[src/rtl/bclr_pkg.sv]
package bclr_pkg;

  typedef enum logic [1:0] {
    ST_IDLE  = 2'd0,
    ST_ADDR  = 2'd1,
    ST_READ  = 2'd2,
    ST_WRITE = 2'd3
  } seqState_t;

  // strobes from the sequencer to the datapath
  typedef struct packed {
    logic ldBit;
    logic ldAddr;
    logic rdEn;
    logic wrEn;
  } dpCtrl_t;

endpackage

[src/rtl/bclr_ctrl.sv]
module bclr_ctrl
  import bclr_pkg::*;
(
  input  logic    clk,
  input  logic    rst,
  input  logic    inValid,
  input  logic    opLegal,
  output dpCtrl_t ctl,
  output logic    busy,
  output logic    done,
  output logic    illegal
);

  seqState_t stateQ, stateD;
  logic      illegalQ;

  always_comb begin
    stateD = stateQ;
    unique case (stateQ)
      ST_IDLE:  if (inValid && opLegal) stateD = ST_ADDR;
      ST_ADDR:  if (inValid)            stateD = ST_READ;
      ST_READ:                          stateD = ST_WRITE;
      ST_WRITE:                         stateD = ST_IDLE;
      default:                          stateD = ST_IDLE;
    endcase
  end

  always_ff @(posedge clk) begin
    if (rst) begin
      stateQ   <= ST_IDLE;
      illegalQ <= 1'b0;
    end else begin
      stateQ   <= stateD;
      illegalQ <= (stateQ == ST_IDLE) && inValid && !opLegal;
    end
  end

  always_comb begin
    ctl.ldBit  = (stateQ == ST_IDLE) && inValid && opLegal;
    ctl.ldAddr = (stateQ == ST_ADDR) && inValid;
    ctl.rdEn   = (stateQ == ST_READ);
    ctl.wrEn   = (stateQ == ST_WRITE);
  end

  assign busy    = (stateQ != ST_IDLE);
  assign done    = (stateQ == ST_WRITE);
  assign illegal = illegalQ;

endmodule

[src/rtl/bclr_dpath.sv]
module bclr_dpath
  import bclr_pkg::*;
#(
  parameter int DATA_W = 8
) (
  input  logic              clk,
  input  logic              rst,
  input  dpCtrl_t           ctl,
  input  logic [DATA_W-1:0] inByte,
  output logic              opLegal,
  output logic [DATA_W-1:0] memAddr,
  output logic              memRe,
  output logic              memWe,
  output logic [DATA_W-1:0] memWdata,
  input  logic [DATA_W-1:0] memRdata
);

  localparam int IDX_W = $clog2(DATA_W);

  logic [IDX_W-1:0]  bitIdxQ;
  logic [DATA_W-1:0] addrQ;

  // legal opcodes: upper part equals 1, lowest bit set; index in bits above bit 0
  assign opLegal = (inByte[DATA_W-1:4] == (DATA_W-4)'(1)) && inByte[0];

  always_ff @(posedge clk) begin
    if (rst) begin
      bitIdxQ <= '0;
      addrQ   <= '0;
    end else begin
      if (ctl.ldBit)  bitIdxQ <= inByte[IDX_W:1];
      if (ctl.ldAddr) addrQ   <= inByte;
    end
  end

  // per-bit clear: the selected lane is forced low, the rest pass through
  for (genvar i = 0; i < DATA_W; i++) begin : g_lane
    assign memWdata[i] = memRdata[i] & (bitIdxQ != IDX_W'(i));
  end

  assign memAddr = addrQ;
  assign memRe   = ctl.rdEn;
  assign memWe   = ctl.wrEn;

endmodule

[src/rtl/bit_clear_unit.sv]
module bit_clear_unit
  import bclr_pkg::*;
#(
  parameter int DATA_W = 8
) (
  input  logic              clk,
  input  logic              rst,
  input  logic              inValid,
  input  logic [DATA_W-1:0] inByte,
  output logic              busy,
  output logic              done,
  output logic              illegal,
  output logic [DATA_W-1:0] memAddr,
  output logic              memRe,
  output logic              memWe,
  output logic [DATA_W-1:0] memWdata,
  input  logic [DATA_W-1:0] memRdata
);

  dpCtrl_t ctl;
  logic    opLegal;

  bclr_ctrl u_ctrl (
    .clk     (clk),
    .rst     (rst),
    .inValid (inValid),
    .opLegal (opLegal),
    .ctl     (ctl),
    .busy    (busy),
    .done    (done),
    .illegal (illegal)
  );

  bclr_dpath #(.DATA_W(DATA_W)) u_dpath (
    .clk      (clk),
    .rst      (rst),
    .ctl      (ctl),
    .inByte   (inByte),
    .opLegal  (opLegal),
    .memAddr  (memAddr),
    .memRe    (memRe),
    .memWe    (memWe),
    .memWdata (memWdata),
    .memRdata (memRdata)
  );

endmodule

[config.mk]
export PLATFORM = sky130hd
export DESIGN_NAME = bit_clear_unit
export DESIGN_NICKNAME = d
export VERILOG_FILES = /design/src/rtl/bclr_pkg.sv /design/src/rtl/bclr_ctrl.sv /design/src/rtl/bclr_dpath.sv /design/src/rtl/bit_clear_unit.sv
export SDC_FILE = /design/constraint.sdc
export NUM_CORES = 1
export LEC_CHECK = 0
export ABC_CLOCK_PERIOD_IN_PS = 1400
export BUFFER_PORTS_ARGS = -buffer_cell sky130_fd_sc_hd__buf_4
export CORE_MARGIN = 4
export CORE_UTILIZATION = 43
export DETAILED_ROUTE_END_ITERATION = 16
export PLACE_DENSITY = 0.77
export SLEW_MARGIN = 10
export SYNTH_ARGS = -nofsm -noshare
export SYNTH_HDL_FRONTEND = slang
export SYNTH_HIERARCHICAL = 1
export SYNTH_SLANG_ARGS = --single-unit
[constraint.sdc]
create_clock -name clk -period 1.4 [get_ports clk]
set_input_delay 0.14 -clock clk [delete_from_list [all_inputs] [get_ports clk]]
set_output_delay 0.14 -clock clk [all_outputs]
set_load 0.01 [all_outputs]
==> results.txt <==
The flow ran to the end, and the final reports show no timing, DRC or antenna violations. The initial standard-cell utilization of the core was 47.43%; the antenna diode count was 0. The tools report the category of the worst setup path capture point as a primary output. The post-route antenna net violation count came out at 0.

For this run, the leading register cell type out of synthesis is sky130_fd_sc_hd__dfxtp_1. The initial DRC count came out at 6. Derived from the worst setup path, the maximum achievable clock frequency is 754.5 MHz. The number of sinks on the clock net was 14; the routed wirelength normalized by instance count was 12.80 µm.

In the global route stage, overall resource usage came out at 14.70%. The top cell type by area accounts for 37.90% of the synthesized area. The floorplan step set the die height to 49.47 µm. No sink is reached through more buffers than the 2 on the longest clock path. In this run, post-CTS repair resized a total of 0 instances. The run gives 37.90% as the sequential element share of the synthesized area. Setup repair after global routing left no endpoint under its margin.

For the worst-skew pair, the clock arrives at the later sink with an insertion delay of 280 ps. Detailed placement finished with a half-perimeter wire length of 1359 µm. The tools report the CTS root buffer as sky130_fd_sc_hd__clkbuf_4.

The share of final-layout standard cells stronger than drive strength 1 is 49.14%, and the number of clock buffers inserted by TritonCTS is 3. Setup violations remaining at the end of the flow were counted as 0. For this run, the detailed router's first-pass iteration total came to 3. The number of maximum-capacitance constraint violations was 0. The highest fanout seen on the critical path is 8.

The run gives 0 as the final count of hold timing violations. The run gives 0.4822 nW as the static leakage. Setup slack on the critical path of the routed design comes to 74.54 ps. Setup total negative slack on the finished layout was measured at 0 ps. Dividing the synthesized area by the synthesized cell count gives 9.480 µm².

TritonCTS built the clock tree. The synthesized cell area was 739.5 µm². The worst endpoint required time is 1260 ps. Yosys attributes the largest share of cell area to sky130_fd_sc_hd__dfxtp_1 38%, sky130_fd_sc_hd__mux2i_1 16%, sky130_fd_sc_hd__ha_1 8.5%. The number of placed I/O pins came out at 40. Yosys printed 6 warnings.

The initial antenna violation count came out at 0. Class of the worst hold path: primary input to flop. The tools report the synthesized netlist cell count as 78. The tools report the pre-CTS setup slack as 63.12 ps.

In this run, distinct cell masters in the synthesized netlist total 23. The proportion of register bits with asynchronous set or reset after synthesis works out to 0%. The final layout contains routed wiring with a total length of 1689 µm. Headroom to the max-slew limit: 81.92%. Total power for the finished layout comes to 1.143 mW.

Clock skew on the completed layout was measured at 7.351 ps. For this run, design rule violations remaining after detail routing come to 0. The worst setup path is launched from a flop. The number of nets handed over by synthesis was 102. The via count of the first global-routing pass came out at 656.

The overall die area came out at 0.002447 mm². By instance count, the leading cell after synthesis is sky130_fd_sc_hd__dfxtp_1. The ratio of total power to cell area works out to 1066 mW/mm². The core region is 0.001559 mm².

The quantity of hold-fixing buffers added after cts is 0. Critical path class: flop to primary output. Across the VDD grid, the largest voltage drop is 0.6295 mV.

After synthesis, the most frequently instantiated cells are 14 x sky130_fd_sc_hd__dfxtp_1, 12 x sky130_fd_sc_hd__mux2i_1, 11 x sky130_fd_sc_hd__nor2_1, 5 x sky130_fd_sc_hd__ha_1, 5 x sky130_fd_sc_hd__inv_1. For the pin with the worst max-slew slack, the measured transition is 268.7 ps. In this run the core area contains 14 standard-cell rows.

The net count of the finished layout is 141. The number of synthesized flops with an enable pin is 0. The tools report the routed via count as 652. The x dimension of the die was 49.47 µm; the arrival time reported for the critical path endpoint was 1190 ps. Relative to the synthesized area, the layout overhead comes to 45.01%. The tools report the leftover overflow at the end of global routing as 0.

Clock-pin slew was measured on the worst setup and hold paths at 90 ps. In the routed layout, each cell is associated on average with a via count of 4.939. The first-pass GRT wire length is 2822 µm, and the number of synthesized register bits is 14. Input and output buffers added on the ports amount to 39. The largest area contributor in the synthesized netlist was sky130_fd_sc_hd__dfxtp_1.

The worst path uses 94.68% of the clock period. After layout, the minimum clock period comes to 1325 ps. The congestion estimate from routability-driven global placement came to 0.6662. The H-tree depth is 1. The run gives 0 as the post-CTS setup-driven buffer insertion count. The final number of max-transition violations is 0, and the pin count of the biggest net entering global routing is 17.
worst max-delay path, stage by stage, from the launching register on:
cell and delay [ps]:
sky130_fd_sc_hd__dfxtp_1 470, sky130_fd_sc_hd__nand2_1 120, sky130_fd_sc_hd__o21a_1 180, sky130_fd_sc_hd__buf_4 140
power by group:
| part | leakage [nW] | internal, mW | switching, mW | total [mW] |
|---|---|---|---|---|
| Sequential | 0.116 | 0.436 | 0.0236 | 0.460 |
| Combinational | 0.346 | 0.208 | 0.178 | 0.386 |
| Clock | 0.0210 | 0.158 | 0.139 | 0.297 |
| Total | 0.482 | 0.803 | 0.340 | 1.14 |
registers in the layout (all words and copies together) (netlist names):
signal           cells
u_dpath/memAddr      8
u_dpath/bitIdxQ      3
u_ctrl/stateQ        2
u_ctrl/illegal       1
metrics by stage:
step,cell area [µm²],util [%],instances,hold slack [ps]
2_1_floorplan,739.5,-,78,212.4
3_5_place_dp,1020,65.41,128,394.0
3_3_place_gp,1020,65.41,128,384.8
4_1_cts,1056,67.74,132,97.07
6_report,1072,68.78,132,100.6
5_1_grt,1072,68.78,132,98.07
path summary, 6_finish.rpt:
check / startpoint / endpoint / slack, ps / cells past startpoint
setup reg to reg: u_ctrl/stateQ[1] / u_ctrl/stateQ[0] / 80 / 5
hold / removal: inByte[5] / u_dpath/memAddr[5] / 100 / 3
setup / recovery: u_dpath/bitIdxQ[1] / memWdata[7] / 70 / 3
hold reg to reg: u_dpath/memAddr[2] / u_dpath/memAddr[2] / 510 / 2
logic make-up after synthesis:
kind of cell               share of synthesized area [%]
DFF                                                37.90
muxes                                              16.24
adders and majority gates                          8.460
and+or+nand+nor                                    16.75
buffers and inverters                              8.969
AOI/OAI and AO/OA                                  11.67
layout by cell type, fill, tap and decap left out:
cell type	Yosys	layout
sky130_fd_sc_hd__nor2b_1	1	1
sky130_fd_sc_hd__clkbuf_4	0	3
sky130_fd_sc_hd__nor2_1	11	11
sky130_fd_sc_hd__o31ai_1	1	1
sky130_fd_sc_hd__nand2_1	3	3
sky130_fd_sc_hd__nand2b_1	2	2
sky130_fd_sc_hd__and2_2	1	1
sky130_fd_sc_hd__nor4_1	1	1
sky130_fd_sc_hd__nor3_1	1	1
sky130_fd_sc_hd__a21oi_2	0	1
sky130_fd_sc_hd__ha_1	5	3
sky130_fd_sc_hd__and3_2	1	1
sky130_fd_sc_hd__o31a_1	4	4
sky130_fd_sc_hd__mux2i_1	12	12
sky130_fd_sc_hd__dfxtp_4	0	1
sky130_fd_sc_hd__inv_2	2	2
sky130_fd_sc_hd__ha_2	0	2
sky130_fd_sc_hd__dfxtp_2	0	3
sky130_fd_sc_hd__dfxtp_1	14	10
sky130_fd_sc_hd__clkbuf_8	0	1
sky130_fd_sc_hd__nor2_8	1	1
sky130_fd_sc_hd__a2111o_1	1	1
sky130_fd_sc_hd__inv_1	5	5
sky130_fd_sc_hd__a31oi_1	2	2
sky130_fd_sc_hd__buf_4	4	40
sky130_fd_sc_hd__nand2_2	1	1
sky130_fd_sc_hd__o21a_1	2	2
cell type report:
| type | count | area, µm² |
|---|---|---|
| multi-input combinational | 51 | 401.6 |
| timing repair buffer | 40 | 300.3 |
| sequential | 14 | 287.8 |
| fill | 131 | 486.7 |
| inverter | 7 | 26.28 |
| clock buffer | 4 | 36.28 |
| tap | 16 | 20.02 |
metal layers:
layer	routed length (µm)	GRT usage, %	share of wire [%]
met1	710	16.51	42
met2	818	25.67	48
met3	143	3.916	8.5
met4	17	6.912	1.0
met5	0	0	0
Power figures use the tool's default switching activity.
